**src/rtl/pwm_tick_pkg.sv**
```systemverilog
package pwm_tick_pkg;

    typedef enum logic {
        CFG_PRESCALE = 1'b0,
        CFG_DIVSEL   = 1'b1
    } cfg_addr_e;

    localparam int SEL_W        = 4;
    localparam int N_GROUPS     = 2;
    localparam int GRP0_CHANNELS = 2;

    function automatic int group_of(input int ch);
        return (ch < GRP0_CHANNELS) ? 0 : 1;
    endfunction

endpackage

```
**src/rtl/tick_prescaler.sv**
```systemverilog
module tick_prescaler #(
    parameter int PRE_W = 8
) (
    input  logic             clk,
    input  logic             rst_n,
    input  logic             restart,
    input  logic [PRE_W-1:0] limit,
    output logic             tick_o
);
    typedef struct packed {
        logic [PRE_W-1:0] cnt;
    } st_t;

    st_t st_d, st_q;

    always_comb begin
        st_d   = st_q;
        tick_o = (st_q.cnt == limit);
        if (restart) begin
            st_d.cnt = '0;
        end else if (tick_o) begin
            st_d.cnt = '0;
        end else begin
            st_d.cnt = st_q.cnt + PRE_W'(1);
        end
    end

    always_ff @(posedge clk or negedge rst_n) begin
        if (!rst_n) st_q <= '0;
        else        st_q <= st_d;
    end
endmodule

```
**src/rtl/ext_tick_sync.sv**
```systemverilog
module ext_tick_sync (
    input  logic clk,
    input  logic rst_n,
    input  logic async_in,
    output logic rise_o
);
    typedef struct packed {
        logic s1;
        logic s2;
        logic prev;
    } st_t;

    st_t st_d, st_q;

    always_comb begin
        st_d      = st_q;
        st_d.s1   = async_in;
        st_d.s2   = st_q.s1;
        st_d.prev = st_q.s2;
        rise_o    = st_q.s2 & ~st_q.prev;
    end

    always_ff @(posedge clk or negedge rst_n) begin
        if (!rst_n) st_q <= '0;
        else        st_q <= st_d;
    end
endmodule

```
**src/rtl/tick_divider.sv**
```systemverilog
module tick_divider
    import pwm_tick_pkg::*;
#(
    parameter int          DIV_BASE = 0,
    parameter logic [15:0] EXT_MASK = 16'h0010
) (
    input  logic             clk,
    input  logic             rst_n,
    input  logic             restart,
    input  logic             pre_tick,
    input  logic             ext_rise,
    input  logic [SEL_W-1:0] code,
    output logic             tick_o
);
    localparam int CW = 4 + DIV_BASE;

    typedef struct packed {
        logic [CW-1:0] cnt;
        logic          tick;
    } st_t;

    st_t st_d, st_q;

    logic          use_ext;
    logic [2:0]    shift;
    logic [CW-1:0] last;
    logic          fire;

    always_comb begin
        use_ext = EXT_MASK[code];
        if (code[3:2] == 2'b00) shift = 3'(code[1:0]) + 3'(DIV_BASE);
        else                    shift = 3'd0;
        last = (CW'(1) << shift) - CW'(1);
        fire = pre_tick && (st_q.cnt == last);

        st_d = st_q;
        if (restart) begin
            st_d.cnt = '0;
        end else if (pre_tick) begin
            st_d.cnt = fire ? '0 : st_q.cnt + CW'(1);
        end
        st_d.tick = use_ext ? ext_rise : (fire & ~restart);
        tick_o    = st_q.tick;
    end

    always_ff @(posedge clk or negedge rst_n) begin
        if (!rst_n) st_q <= '0;
        else        st_q <= st_d;
    end
endmodule

```
**src/rtl/pwm_tick_gen.sv**
```systemverilog
module pwm_tick_gen
    import pwm_tick_pkg::*;
#(
    parameter int          NUM_CH   = 5,
    parameter int          PRE_W    = 8,
    parameter int          DIV_BASE = 0,
    parameter logic [15:0] EXT_MASK = 16'h0010,
    localparam int PRE_BITS = N_GROUPS * PRE_W,
    localparam int SEL_BITS = NUM_CH * SEL_W,
    localparam int REG_W    = (PRE_BITS > SEL_BITS) ? PRE_BITS : SEL_BITS
) (
    input  logic              clk,
    input  logic              rst_n,
    input  logic              wr_en,
    input  logic              wr_addr,
    input  logic [REG_W-1:0]  wr_data,
    input  logic              rd_addr,
    output logic [REG_W-1:0]  rd_data,
    input  logic [1:0]        ext_tick,
    output logic [NUM_CH-1:0] tick_en
);
    typedef struct packed {
        logic [PRE_BITS-1:0] pre;
        logic [SEL_BITS-1:0] sel;
    } cfg_t;

    cfg_t cfg_d, cfg_q;

    logic                pre_restart;
    logic                div_restart;
    logic [N_GROUPS-1:0] pre_tick;
    logic [N_GROUPS-1:0] ext_rise;
    logic [PRE_BITS-1:0] pre_word_q;
    logic [SEL_BITS-1:0] sel_word_q;

    always_comb begin
        cfg_d       = cfg_q;
        pre_restart = 1'b0;
        div_restart = 1'b0;
        if (wr_en) begin
            div_restart = 1'b1;
            if (cfg_addr_e'(wr_addr) == CFG_PRESCALE) begin
                cfg_d.pre   = wr_data[PRE_BITS-1:0];
                pre_restart = 1'b1;
            end else begin
                cfg_d.sel = wr_data[SEL_BITS-1:0];
            end
        end
        if (cfg_addr_e'(rd_addr) == CFG_PRESCALE) rd_data = REG_W'(cfg_q.pre);
        else                                      rd_data = REG_W'(cfg_q.sel);
    end

    always_ff @(posedge clk or negedge rst_n) begin
        if (!rst_n) cfg_q <= '0;
        else        cfg_q <= cfg_d;
    end

    assign pre_word_q = cfg_q.pre;
    assign sel_word_q = cfg_q.sel;

    for (genvar g = 0; g < N_GROUPS; g++) begin : g_grp
        tick_prescaler #(.PRE_W(PRE_W)) u_pre (
            .clk     (clk),
            .rst_n   (rst_n),
            .restart (pre_restart),
            .limit   (cfg_q.pre[g*PRE_W +: PRE_W]),
            .tick_o  (pre_tick[g])
        );
        ext_tick_sync u_sync (
            .clk      (clk),
            .rst_n    (rst_n),
            .async_in (ext_tick[g]),
            .rise_o   (ext_rise[g])
        );
    end

    for (genvar c = 0; c < NUM_CH; c++) begin : g_ch
        localparam int GRP = group_of(c);
        tick_divider #(.DIV_BASE(DIV_BASE), .EXT_MASK(EXT_MASK)) u_div (
            .clk      (clk),
            .rst_n    (rst_n),
            .restart  (div_restart),
            .pre_tick (pre_tick[GRP]),
            .ext_rise (ext_rise[GRP]),
            .code     (cfg_q.sel[c*SEL_W +: SEL_W]),
            .tick_o   (tick_en[c])
        );
    end
endmodule

```
**config.mk**
```make
export PLATFORM = sky130hd
export DESIGN_NAME = pwm_tick_gen
export DESIGN_NICKNAME = d
export VERILOG_FILES = /design/src/rtl/pwm_tick_pkg.sv /design/src/rtl/tick_prescaler.sv /design/src/rtl/ext_tick_sync.sv /design/src/rtl/tick_divider.sv /design/src/rtl/pwm_tick_gen.sv
export SDC_FILE = /design/constraint.sdc
export NUM_CORES = 1
export LEC_CHECK = 0
export CAP_MARGIN = 20
export CORE_MARGIN = 2
export CORE_UTILIZATION = 56
export CTS_CLUSTER_SIZE = 12
export DETAILED_ROUTE_END_ITERATION = 16
export HOLD_SLACK_MARGIN = 0.1
export PLACE_DENSITY = 0.84
export SLEW_MARGIN = 10
export SYNTH_ARGS = -nofsm -noshare
export SYNTH_HDL_FRONTEND = slang
export SYNTH_HIERARCHICAL = 1
export SYNTH_SLANG_ARGS = --single-unit
```
**constraint.sdc**
```tcl
create_clock -name clk -period 2.9 [get_ports clk]
set_input_delay 0.58 -clock clk [delete_from_list [all_inputs] [get_ports clk]]
set_output_delay 0.58 -clock clk [all_outputs]
set_load 0.005 [all_outputs]
```
==> reports/qor.yml <==
status: "completed"
clock_sinks: 83
cts_inserted_buffers: 9
reg2reg_from: "g_grp[0].u_pre/st_q[3]$_DFF_PN0_"
cts_resized: 0
clk_pin_slew_ns: 0.08
io_pins: 52
synthArstFlopShare_pct: 100
fillers: 576
maxCapViolCount: 0
design_area_um2: 5430
nNetsFinal: 476
rsz0062_at_grt: "no"
cp.arrival_ns: 2.09
power.total_mw: 3.19
drc: 0
ys.flop_type: "dfrtp_1"
p_leak_nw: 2.22
grt_max_degree: 84
synth_area_leaders: "dfrtp_1 (46%), mux2_2 (11%), xor2_1 (6.8%)"
rrSetupSlack_ns: 0.59
synth_cells: 377
numPortBuffers: 51
initial_core_util_pct: 58.1
clock.fmax_mhz: 375
worst_pin_slew_ns: 0.567
ir_drop_mv: 0.333
worst_r2r_path_depth: 8
core_area_um2: 7770
fp.dieH_um: 93.8
postCtsHoldBufs: 0
hold_path.class: "primary input to asynchronous set/reset pin"
gr-total-overflow: 0
ctsHtreeMaxLevel: 3
post_cts_buffers: 0
r2r-end: "g_ch[1].u_div/st_q[4]$_DFFE_PN0P_"
hold_violations: 0
synth_edf_count: 0
grt_pass1_wl_um: 16300
vias_per_cell: 6.05
synth_cell_type_count: 32
antenna_found_initial: 0
routedWlPerCell_um: 17.8
dr.pass1.iters: 4
drt_iter0_markers: 201
area_growth_pct: 20.2
grtUsageTotal_pct: 23.9
final.period_utilization_pct: 92.0
yosysSeqAreaShare_pct: 46.0
yosys_warnings: 6
timing.hold.ws_ns: 0.170
powerDensity_nw_per_um2: 587
layout_setup_ws_ns: 0.231
gp_congestion: 0.822
synth_common_cells: "dfrtp_1 (83), mux2_2 (43), xor2_1 (35)"
row_count: 32
cts.path.max_buffers: 2
yosysTopAreaCellShare_pct: 46.0
tritoncts: "done"
synth_area_um2: 4520
clock-root-buffer: "clkbuf_8"
antenna_cells: 0
yosysTopAreaCell: "dfrtp_1"
ys_ff_latch: 83
place_area_um2: 5160
final.setup.tns_ns: 0
path_class: "primary input to primary output"
die_area_um2: 8800
max-slew-margin-rel_pct: 62.2
dpl_worst_slack_ns: 0.231
drive_gt1_share_pct: 22.6
routed_wl_um: 9750
required_ns: 2.32
setup_viol_count_final: 0
chipWidth_um: 93.8
grt_pass1_vias: 3340
critPathCaptureType: "primary output"
clk_latency_ns: 0.36
synth.most_common_cell: "dfrtp_1"
drv_slew: 0
vias: 3322
crit_fanout: 20
startpoint_type: "primary input"
synth_nets: 411
fin_skew_ns: 0.00806
hpwlAfterDp_um: 6610
ant_nets: 0
synth_area_per_cell_um2: 12.0
period_needed_ns: 2.67
==> worst max-delay path by stage <==
stage                                                   end                             start  slack (ns)
after floorplan           g_ch[4].u_div/st_q[4]$_DFFE_PN0P_  g_grp[1].u_pre/st_q[2]$_DFF_PN0_        0.70
after global placement                           rd_data[2]                           rd_addr        0.26
after detailed placement                         rd_data[5]                           rd_addr        0.23
after CTS                                        rd_data[5]                           rd_addr        0.22
after global routing                             rd_data[5]                           rd_addr        0.20
final                                            rd_data[5]                           rd_addr        0.23
==> where the power goes <==
group / switching, mW / total, mW / leakage, nW / internal [mW]
Sequential: 0.203 / 1.49 / 1.06 / 1.28
Combinational: 0.316 / 0.709 / 1.05 / 0.393
Clock: 0.422 / 0.992 / 0.119 / 0.570
==> layer usage <==
layer  wire length (um)  track usage [%]  vias to the layer above
met5                  0                0                        -
met1               4310             31.4                     1685
li1                   -                -                     1541
met4                180             9.06                        0
met3                369             5.30                       21
met2               4890             38.9                       75
==> sequential cells by signal, indices dropped and copies added (netlist names) <==
register and count:
g_ch.u_div/tick_o 5, g_ch.u_div/st_q 20, pre_word_q 16, g_grp.u_sync/st_d 4, g_grp.u_sync/st_q 2, sel_word_q 20, g_grp.u_pre/st_q 16
==> layout by cell type, fill, tap and decap left out, drive strengths merged, types with 6 or more instances in the layout <==
master,n
dfrtp,83
mux2,52
clkdlybuf4s50,50
xor2,35
nor3,20
nand2,18
nand3,18
nand4,17
nor2,15
a211oi,15
buf,14
nor4b,10
clkbuf,9
xnor2,7
ha,7
and2,6
o21ai,6
or3,6
a221oi,6
==> layout make-up <==
| type | count | area, um^2 | share of cell area (%) |
|---|---|---|---|
| clock buffer | 9 | 124 | 2.28 |
| timing repair buffer | 64 | 638 | 11.8 |
| inverter | 4 | 15.0 | 0.277 |
| sequential | 83 | 2080 | 38.3 |
| multi-input combinational | 280 | 2330 | 42.9 |
| tap | 102 | 128 | 2.35 |
| clock inverter | 7 | 116 | 2.14 |
==> critical path, stage by stage <==
cell             delay [ns]
clkdlybuf4s50_1        0.51
buf_12                 0.18
mux2_2                 0.35
clkdlybuf4s50_1        0.46
==> kinds of logic (layout without fill, tap and decap cells) <==
family | count (synthesis) | in the layout | synth area share, %
XOR/XNOR | 42 | 42 | 8.15
AO/OA/AOI/OAI | 42 | 42 | 8.06
AND/OR/NAND/NOR | 132 | 132 | 18.6
buffers and inverters | 14 | 84 | 2.41
multiplexers | 57 | 57 | 14.8
adder cells (fa/ha/maj) | 7 | 7 | 1.94
flip-flops | 83 | 83 | 46.0
==> metrics by stage <==
step	instances	utilization [%]
global route	549	69.9
global placement	532	66.4
floorplan	377	-
finish	549	69.9
CTS	548	69.5
detailed placement	532	66.4
Note: power is estimated with default switching activity, not from simulation.
